[src/rtl/zcs_pkg.sv]
package zcs_pkg;
  localparam int NUM_Q = 4;

  // Square-wave level from the top two bits of a wrapped phase: low in [pi/2, 3pi/2)
  function automatic logic level_of(input logic [1:0] top2);
    return top2[1] ^ top2[0];
  endfunction
endpackage

[src/rtl/zc_quarter_setup.sv]
module zc_quarter_setup #(
  parameter int PHASE_W = 10,
  parameter int QIDX    = 0,
  localparam int ADV_W  = PHASE_W + 1,
  localparam int ACC_W  = 2 * PHASE_W,
  localparam int KB     = PHASE_W - 2
) (
  input  logic             clk,
  input  logic             rst,
  input  logic [PHASE_W-1:0] in_phase,
  input  logic [ADV_W-1:0] in_adv,
  output logic             out_en,
  output logic             out_lvl,
  output logic [ACC_W-1:0] out_acc,
  output logic [ADV_W-1:0] out_adv
);
  import zcs_pkg::*;

  logic [ACC_W-1:0] quarter_step;
  logic [ACC_W-1:0] acc_start;
  logic [ACC_W-1:0] acc_end;
  logic             lvl_start;
  logic             lvl_end;

  always_comb begin
    quarter_step = ACC_W'(in_adv) << KB;
    acc_start    = {in_phase, {PHASE_W{1'b0}}} + quarter_step * ACC_W'(QIDX);
    acc_end      = acc_start + quarter_step;
    lvl_start    = level_of(acc_start[ACC_W-1 -: 2]);
    lvl_end      = level_of(acc_end[ACC_W-1 -: 2]);
  end

  always_ff @(posedge clk) begin
    if (rst) begin
      out_en  <= 1'b0;
      out_lvl <= 1'b0;
      out_acc <= '0;
      out_adv <= '0;
    end else begin
      out_en  <= lvl_start != lvl_end;
      out_lvl <= lvl_start;
      out_acc <= acc_start;
      out_adv <= in_adv;
    end
  end

  // The registered start phase must carry the registered start level
  assert_start_level_R3: assert property (@(posedge clk) disable iff (rst)
    out_lvl == level_of(out_acc[ACC_W-1 -: 2]));
endmodule

[src/rtl/zc_bisect_step.sv]
module zc_bisect_step #(
  parameter int ACC_W = 20,
  parameter int ADV_W = 11,
  parameter int KB    = 8,
  parameter int BIT   = 0
) (
  input  logic             clk,
  input  logic             rst,
  input  logic             in_en,
  input  logic             in_lvl,
  input  logic [ACC_W-1:0] in_acc,
  input  logic [ADV_W-1:0] in_adv,
  input  logic [KB-1:0]    in_t,
  output logic             out_en,
  output logic             out_lvl,
  output logic [ACC_W-1:0] out_acc,
  output logic [ADV_W-1:0] out_adv,
  output logic [KB-1:0]    out_t
);
  import zcs_pkg::*;

  logic [ACC_W-1:0] try_acc;
  logic             try_same;

  always_comb begin
    try_acc  = in_acc + (ACC_W'(in_adv) << BIT);
    try_same = level_of(try_acc[ACC_W-1 -: 2]) == in_lvl;
  end

  always_ff @(posedge clk) begin
    if (rst) begin
      out_en  <= 1'b0;
      out_lvl <= 1'b0;
      out_acc <= '0;
      out_adv <= '0;
      out_t   <= '0;
    end else begin
      out_en  <= in_en;
      out_lvl <= in_lvl;
      out_adv <= in_adv;
      if (in_en && try_same) begin
        out_acc <= try_acc;
        out_t   <= in_t | (KB'(1) << BIT);
      end else begin
        out_acc <= in_acc;
        out_t   <= in_t;
      end
    end
  end

  // The kept point never crosses to the other side of the boundary
  assert_keep_side_R4: assert property (@(posedge clk) disable iff (rst)
    out_en |-> (level_of(out_acc[ACC_W-1 -: 2]) == out_lvl));
  // The index only gains bits as the search narrows
  assert_t_monotone_R4: assert property (@(posedge clk) disable iff (rst)
    1'b1 |=> (out_t >= $past(in_t)));
  // A quarter without a crossing keeps a zero index
  assert_idle_index_R5: assert property (@(posedge clk) disable iff (rst)
    (!in_en && in_t == '0) |=> (out_t == '0));
endmodule

[src/rtl/zc_quarter_solver.sv]
module zc_quarter_solver #(
  parameter int PHASE_W = 10,
  localparam int ADV_W  = PHASE_W + 1,
  localparam int ACC_W  = 2 * PHASE_W,
  localparam int KB     = PHASE_W - 2,
  localparam int LAT    = KB + 1,
  localparam int NQ     = zcs_pkg::NUM_Q
) (
  input  logic               clk,
  input  logic               rst,
  input  logic               in_valid,
  input  logic [PHASE_W-1:0] in_phase,
  input  logic [ADV_W-1:0]   in_adv,
  output logic               out_valid,
  output logic [NQ-1:0]      out_en,
  output logic [NQ*KB-1:0]   out_idx
);
  logic             en_c  [NQ][KB+1];
  logic             lvl_c [NQ][KB+1];
  logic [ACC_W-1:0] acc_c [NQ][KB+1];
  logic [ADV_W-1:0] adv_c [NQ][KB+1];
  logic [KB-1:0]    t_c   [NQ][KB+1];
  logic [LAT-1:0]   vld_sr;

  for (genvar q = 0; q < NQ; q++) begin : g_quarter
    zc_quarter_setup #(.PHASE_W(PHASE_W), .QIDX(q)) i_setup (
      .clk(clk), .rst(rst), .in_phase(in_phase), .in_adv(in_adv),
      .out_en(en_c[q][0]), .out_lvl(lvl_c[q][0]),
      .out_acc(acc_c[q][0]), .out_adv(adv_c[q][0]));
    assign t_c[q][0] = '0;

    for (genvar s = 0; s < KB; s++) begin : g_step
      zc_bisect_step #(.ACC_W(ACC_W), .ADV_W(ADV_W), .KB(KB), .BIT(KB-1-s)) i_step (
        .clk(clk), .rst(rst),
        .in_en(en_c[q][s]), .in_lvl(lvl_c[q][s]), .in_acc(acc_c[q][s]),
        .in_adv(adv_c[q][s]), .in_t(t_c[q][s]),
        .out_en(en_c[q][s+1]), .out_lvl(lvl_c[q][s+1]), .out_acc(acc_c[q][s+1]),
        .out_adv(adv_c[q][s+1]), .out_t(t_c[q][s+1]));
    end

    assign out_en[q]           = en_c[q][KB];
    assign out_idx[q*KB +: KB] = t_c[q][KB];

    logic unused_tail;
    assign unused_tail = ^{lvl_c[q][KB], acc_c[q][KB], adv_c[q][KB]};

    assert_off_zero_R5: assert property (@(posedge clk) disable iff (rst)
      !out_en[q] |-> (out_idx[q*KB +: KB] == '0));
  end

  always_ff @(posedge clk) begin
    if (rst) vld_sr <= '0;
    else     vld_sr <= {vld_sr[LAT-2:0], in_valid};
  end
  assign out_valid = vld_sr[LAT-1];

  // Checker: results may only leave for samples that actually entered
  localparam int CW = $clog2(LAT + 2) + 1;
  logic [CW-1:0] in_flight;
  always_ff @(posedge clk) begin
    if (rst) in_flight <= '0;
    else     in_flight <= in_flight + CW'(in_valid) - CW'(out_valid);
  end
  assert_valid_sourced_R6: assert property (@(posedge clk) disable iff (rst)
    out_valid |-> (in_flight != '0));
  assert_flight_bound_R6: assert property (@(posedge clk) disable iff (rst)
    in_flight <= CW'(LAT));
endmodule

[config.mk]
export PLATFORM = sky130hd
export DESIGN_NAME = zc_quarter_solver
export DESIGN_NICKNAME = d
export VERILOG_FILES = /design/src/rtl/zcs_pkg.sv /design/src/rtl/zc_quarter_setup.sv /design/src/rtl/zc_bisect_step.sv /design/src/rtl/zc_quarter_solver.sv
export SDC_FILE = /design/constraint.sdc
export NUM_CORES = 2
export LEC_CHECK = 0
export BUFFER_PORTS_ARGS = -buffer_cell sky130_fd_sc_hd__buf_4
export CORE_ASPECT_RATIO = 1.2
export CORE_MARGIN = 10
export CORE_UTILIZATION = 59
export DETAILED_ROUTE_END_ITERATION = 16
export GPL_TIMING_DRIVEN = 0
export PLACE_DENSITY = 0.82
export SYNTH_ARGS = -nofsm -noshare
export SYNTH_HDL_FRONTEND = slang
export SYNTH_HIERARCHICAL = 1
export SYNTH_SLANG_ARGS = --single-unit
[constraint.sdc]
create_clock -name clk -period 5.1 [get_ports clk]
set_input_delay 1.53 -clock clk [delete_from_list [all_inputs] [get_ports clk]]
set_output_delay 1.53 -clock clk [all_outputs]
set_load 0.05 [all_outputs]
# Word-level counts from Yosys, hierarchy flattened
# Index checks and enable logic that the tools add are counted.
[classes]
bitwise = 39
shift = 0
mul = 1
eq_ne = 36
mux = 60
order_cmp = 0
div_mod_pow = 0
addsub = 38
n_reduce_logical = 32
[op_table]
columns = ["operator", "count"]
rows = [
  ["$mux W20", 28],
  ["$add A20 B11 Y20", 4],
  ["$add A20 B12 Y20", 4],
  ["$add A20 B13 Y20", 4],
  ["$add A20 B14 Y20", 4],
  ["$add A20 B15 Y20", 4],
  ["$add A20 B16 Y20", 4],
  ["$add A20 B17 Y20", 4],
  ["$add A20 B18 Y20", 4],
  ["$add A20 B19 Y20", 4],
  ["$add A20 B20 Y20", 2],
  ["$xor A1 B1 Y1", 39],
  ["$eq A1 B1 Y1", 32],
  ["$logic_and A1 B1 Y1", 32],
  ["$mux W8", 4],
  ["$mux W7", 4],
  ["$mux W6", 4],
  ["$mux W5", 4],
  ["$mux W4", 4],
  ["$mul A11 B2 Y12 const B", 1],
  ["$mux W3", 4],
  ["$mux W2", 4],
  ["$mux W1", 4],
  ["$ne A1 B1 Y1", 4],
]
[word_totals]
input_bits = 24
reg_bits = 1061
mem_bits_rw = 0
elab_cells = 348
n_memories = 0
latch_bits = 0
mem_bits_ro = 0
out_inout_bits = 37

# Logic depth before layout (Yosys ltp)
[logic_depth]
word_depth = 5
mapped_depth = 20
ltp_nobuf = 20

# Modules after synthesis
# Netlist, hierarchy kept.
[by_module_without_submodules]
columns = ["module", "seq_area_each_um2", "cells_each", "area_each_um2", "instances"]
rows = [
  ["zc_bisect_step (g_quarter[0].g_step[5].i_step ...)", 820.8, 218, 2128.3, 4],
  ["zc_bisect_step (g_quarter[0].g_step[3].i_step ...)", 820.8, 218, 2077.0, 4],
  ["zc_bisect_step (g_quarter[0].g_step[4].i_step ...)", 820.8, 212, 2054.5, 4],
  ["zc_bisect_step (g_quarter[1].g_step[7].i_step ...)", 820.8, 225, 2132.0, 2],
  ["zc_bisect_step (g_quarter[2].g_step[2].i_step ...)", 820.8, 217, 2068.2, 2],
  ["zc_bisect_step (g_quarter[2].g_step[1].i_step ...)", 820.8, 204, 2016.9, 2],
  ["zc_bisect_step (g_quarter[0].g_step[1].i_step ...)", 820.8, 204, 2000.7, 2],
  ["zc_bisect_step (g_quarter[1].g_step[6].i_step ...)", 820.8, 220, 1966.9, 2],
  ["zc_bisect_step (g_quarter[0].g_step[0].i_step ...)", 820.8, 197, 1916.8, 2],
  ["zc_bisect_step (g_quarter[2].g_step[0].i_step ...)", 820.8, 185, 1791.7, 2],
  ["zc_bisect_step (g_quarter[0].g_step[7].i_step)", 820.8, 234, 2118.3, 1],
  ["zc_bisect_step (g_quarter[0].g_step[6].i_step)", 820.8, 227, 2110.8, 1],
  ["zc_bisect_step (g_quarter[3].g_step[7].i_step)", 820.8, 218, 2068.2, 1],
  ["zc_bisect_step (g_quarter[0].g_step[2].i_step)", 820.8, 215, 2045.7, 1],
  ["+7 rows", "-", "-", "-", "-"],
]

# Worst setup path after synthesis
# OpenSTA, ideal clock, no wires.
[synth_path]
path_kind = "input port to flip-flop"
startpoint = "input port in_adv[0]"
endpoint = "register g_quarter[3].i_setup.out_en"
slack_ns = 0.123
required_time_ns = 5.028
n_path_buf = 0
setup_ns = 0.072
cell_stages = 20
arrival_ns = 4.905
path_cell_list = "ha_1 > inv_1 > fa_1 > nand2b_1 > a21o_1 > nor2b_1 > xnor2_1 > ha_1 > or4_1 > o21ai_2 > a21oi_2 > a21oi_1 > xnor2_1 > ha_1 > nand3_1 > a211o_1 > o211ai_1 > o22ai_1 > mux2i_1 > mux2i_1"
[synth_via]
elab_chain_cells = 5
elab_cells_between_ends = 6
classes_between = "add/sub (2); mul (1); eq/ne (1); bitwise (2)"
[synth_rtl]
columns = ["element", "line", "rtl"]
rows = [
  ["from (decl)", "zc_quarter_solver.sv:13", "input logic [ADV_W-1:0] in_adv,"],
  ["$mul A11 B2 Y12", "zc_quarter_setup.sv:27", "acc_start = {in_phase, {PHASE_W{1'b0}}} + quarter_step * ACC_W'(QIDX);"],
  ["$add A20 B20 Y20", "zc_quarter_setup.sv:27", ""],
  ["net g_quarter[3].i_setup.acc_start[17]", "zc_quarter_setup.sv:20", "logic [ACC_W-1:0] acc_start;"],
  ["$add A20 B19 Y20", "zc_quarter_setup.sv:28", "acc_end = acc_start + quarter_step;"],
  ["$xor A1 B1 Y1", "zcs_pkg.sv:6", "return top2[1] ^ top2[0];"],
  ["$ne A1 B1 Y1", "zc_quarter_setup.sv:40", "out_en <= lvl_start != lvl_end;"],
  ["to (signal assigned)", "zc_quarter_setup.sv:40", ""],
  ["to (decl)", "zc_quarter_setup.sv:12", "output logic out_en,"],
]
# The timed path passes the listed nets, and every way through them passes these cells.
# A chain may end at the register's enable or synchronous reset.

# Final worst setup path
[layout_path]
startpoint = "input port in_adv[2]"
endpoint = "register g_quarter[3].i_setup.out_en"
[layout_via]
elab_chain_cells = 5
elab_cells_between_ends = 6
classes_between = "add/sub (2); mul (1); eq/ne (1); bitwise (2)"
[layout_rtl]
columns = ["element", "line"]
rows = [
  ["$mul A11 B2 Y12 *", "zc_quarter_setup.sv:27"],
  ["$add A20 B20 Y20 *", "zc_quarter_setup.sv:27"],
  ["net g_quarter[3].i_setup.acc_start[18]", "zc_quarter_setup.sv:20"],
  ["$add A20 B19 Y20", "zc_quarter_setup.sv:28"],
  ["$xor A1 B1 Y1", "zcs_pkg.sv:6"],
  ["$ne A1 B1 Y1 *", "zc_quarter_setup.sv:40"],
]
# The timed path passes the listed nets; every way through them passes the cells marked *.

==> impl_metrics.yaml <==
outcome:
  status: "finished, final reports clean"
grt:
  first_global_vias: 48990
  grt_max_degree: 62
  grt_usage_pct: 21.97
  antenna_found_initial: 0
  overflow: 0
  grt_pass1_wl_um: 235600
timing:
  final.period_utilization_pct: 96.33
  tns_ns: 0
  clock.fmax_ghz: 0.2035
  fin_worst_skew_ns: 0.02501
  worst_pin_slew_ns: 0.8677
  fin_crit_ns: 4.913
  slew_viol_final: 0
  relSlewSlack_pct: 41.96
  finalHoldViolations: 0
  setup_viol: 0
place:
  post_dp_cell_area_mm2: 0.06817
  hpwl_um: 109400
  gp_congestion: 0.9288
  io_buffers: 60
logic_synthesis:
  netlist_area_mm2: 0.06560
  avgSynthCellArea_um2: 9.582
  synthCells: 6846
  ys.warnings.count: 6
die:
  ios: 61
  fp.dieW_um: 324.4
  die_y_um: 385.3
  die-area_mm2: 0.1250
  start_util_pct: 59.64
  num_rows: 133
  core_mm2: 0.1100
drt:
  dr.pass1.iters: 6
  wire_per_inst_um: 16.46
  drt.antenna.violating_nets: 0
  wl_um: 142800
  num_vias: 49620
  drc: 0
  viasPerCell: 5.717
  drtIter0Drc: 2778
finish:
  fin_nets: 7579
  design_area_mm2: 0.07241
  antennaDiodeCount: 0
  area_growth_pct: 10.37
  regArea_mm2: 0.02574
  drive_above_1_share_pct: 11.90
  fillerInstances: 8634
  multi_input_area_mm2: 0.03786
worst_setup_path:
  critical_path_required_ns: 5.75
  reg2reg_from: "g_quarter[1].g_step[5].i_step/out_acc[1]$_SDFF_PP0_"
  cp_cell_sequence: "buf_4 -> ha_1 -> a21o_1 -> a21oi_2 -> o21bai_1 -> a2111oi_1 -> nor2b_1 -> o311ai_1 -> ha_1 -> and3_1 -> o211a_1 -> a211oi_2 -> ha_1 -> a21boi_0 -> nand4_1 -> o22ai_1 -> mux2i_2 -> mux2i_1"
  crit_path_end_kind: "flop"
  critical_path_class: "input pin to flop"
  startpoint: "in_adv[2]"
  crit_slowest_cell: "a2111oi_1"
  cpMostUsedCell: "ha_1"
  critPathLaunchType: "input pin"
  cp_max_fo: 15
  cpPeakStageDelay_ns: 0.51
  arrival_ns: 5.56
power_and_ir_drop:
  leakagePower_nw: 29.31
  peakVddDrop_uv: 280.9
  power_density_mw_per_mm2: 320.4
clocking:
  cts_buffers: 119
  cts_buffer_depth: 3
  cts_sinks: 1286
  clkTransAtPathRegs_ns: 0.06
  cts_tree: "yes"
  cts_root_buf: "clkbuf_16"
  htreeDepth: 3
  clkLatencyLatePin_ns: 0.73
job:
  max-cap-violations: 0
min_path:
  hold_path.startpoint: "g_quarter[0].g_step[0].i_step/out_acc[1]$_SDFF_PP0_"
  hold_class: "flop to flop"
## power by group
part / internal [mW] / total, mW / switching (mW)
clock: 5.34 / 9.17 / 3.82
sequential: 10.5 / 10.8 / 0.334
combinational: 1.37 / 3.22 / 1.85
total: 17.2 / 23.2 / 6.01
## worst paths after layout
path / endpoint / slack [ns] / depth (start not counted)
hold reg to reg: g_quarter[0].g_step[1].i_step/out_acc[1]$_SDFF_PP0_ / 0.43 / 1
setup / recovery: g_quarter[3].i_setup/out_en$_SDFF_PP0_ / 0.19 / 18
hold / removal: g_quarter[0].g_step[1].i_step/out_acc[1]$_SDFF_PP0_ / 0.43 / 1
setup reg to reg: g_quarter[1].g_step[6].i_step/out_acc[14]$_SDFF_PP0_ / 1.57 / 10
## metal layers
layer  global-route usage [%]  part of all wire [%]
met5                        0                     0
met4                    8.995                   3.3
met3                    2.455                   4.4
met2                    40.06                    50
met1                    26.06                    43
## sequential cells by signal, summed over array words and instances (netlist names)
| name | cells |
|---|---|
| g_quarter.g_step.i_step/out_acc | 560 |
| g_quarter.g_step.i_step/out_adv | 308 |
| g_quarter.g_step.i_step/out_en | 32 |
| g_quarter.g_step.i_step/out_lvl | 28 |
| g_quarter.g_step.i_step/out_t | 256 |
| g_quarter.i_setup/out_acc | 41 |
| g_quarter.i_setup/out_adv | 44 |
| g_quarter.i_setup/out_en | 4 |
| g_quarter.i_setup/out_lvl | 4 |
| vld_sr | 9 |
## worst max-delay path, delay by kind of cell
family | cells | cell delay [ns]
AOI/OAI and AO/OA | 9 | 1.99
adders and majority gates | 3 | 0.95
buffers and inverters | 1 | 0.20
muxes | 2 | 0.47
and+or+nand+nor | 3 | 0.42
## per-stage QoR
| step | util [%] | setup slack [ns] | hold slack [ns] | std cells | power, mW |
|---|---|---|---|---|---|
| 2_1_floorplan | - | 0.1235 | 0.4108 | 6908 | 13.39 |
| 3_3_place_gp | 61.95 | -0.8140 | 0.4162 | 8453 | 14.05 |
| 3_5_place_dp | 61.98 | -0.8371 | 0.4204 | 8454 | 14.15 |
| 4_1_cts | 65.79 | 0.08948 | 0.4311 | 8678 | 23.32 |
| 5_1_grt | 65.83 | -0.01689 | 0.4454 | 8679 | 24.14 |
| 6_report | 65.83 | 0.1869 | 0.4276 | 8679 | 23.20 |
## timing repair
item,in CTS,in global routing
hold buffers,0,0
hold endpoints to repair,0,0
buffers inserted,0,1
endpoints found under the setup margin,1,1
pin swaps,0,5
gates resized for setup,1,8
## layout by cell type (no fill, tap or decap), types with 95 or more instances in the layout
cell type / n
a21o_1: 157
a21oi_1: 474
buf_4: 107
clkbuf_1: 184
clkbuf_16: 121
dfxtp_1: 1286
ha_1: 428
inv_1: 163
mux2i_1: 95
nand2_1: 298
nand2b_1: 117
nand3_1: 183
nor2_1: 331
nor2b_1: 832
o21ai_0: 212
xnor2_1: 194
xor2_1: 96
## layout make-up
type | count | share of cell area (%)
multi-input cells | 5146 | 52.29
plain buffers | 303 | 2.233
clock inverters | 65 | 1.068
inverters | 173 | 0.8969
clock buffers | 159 | 4.711
repair buffers | 62 | 0.6808
flip-flops and latches | 1286 | 35.56
well taps | 1485 | 2.566
(Power assumes the default switching activity.)
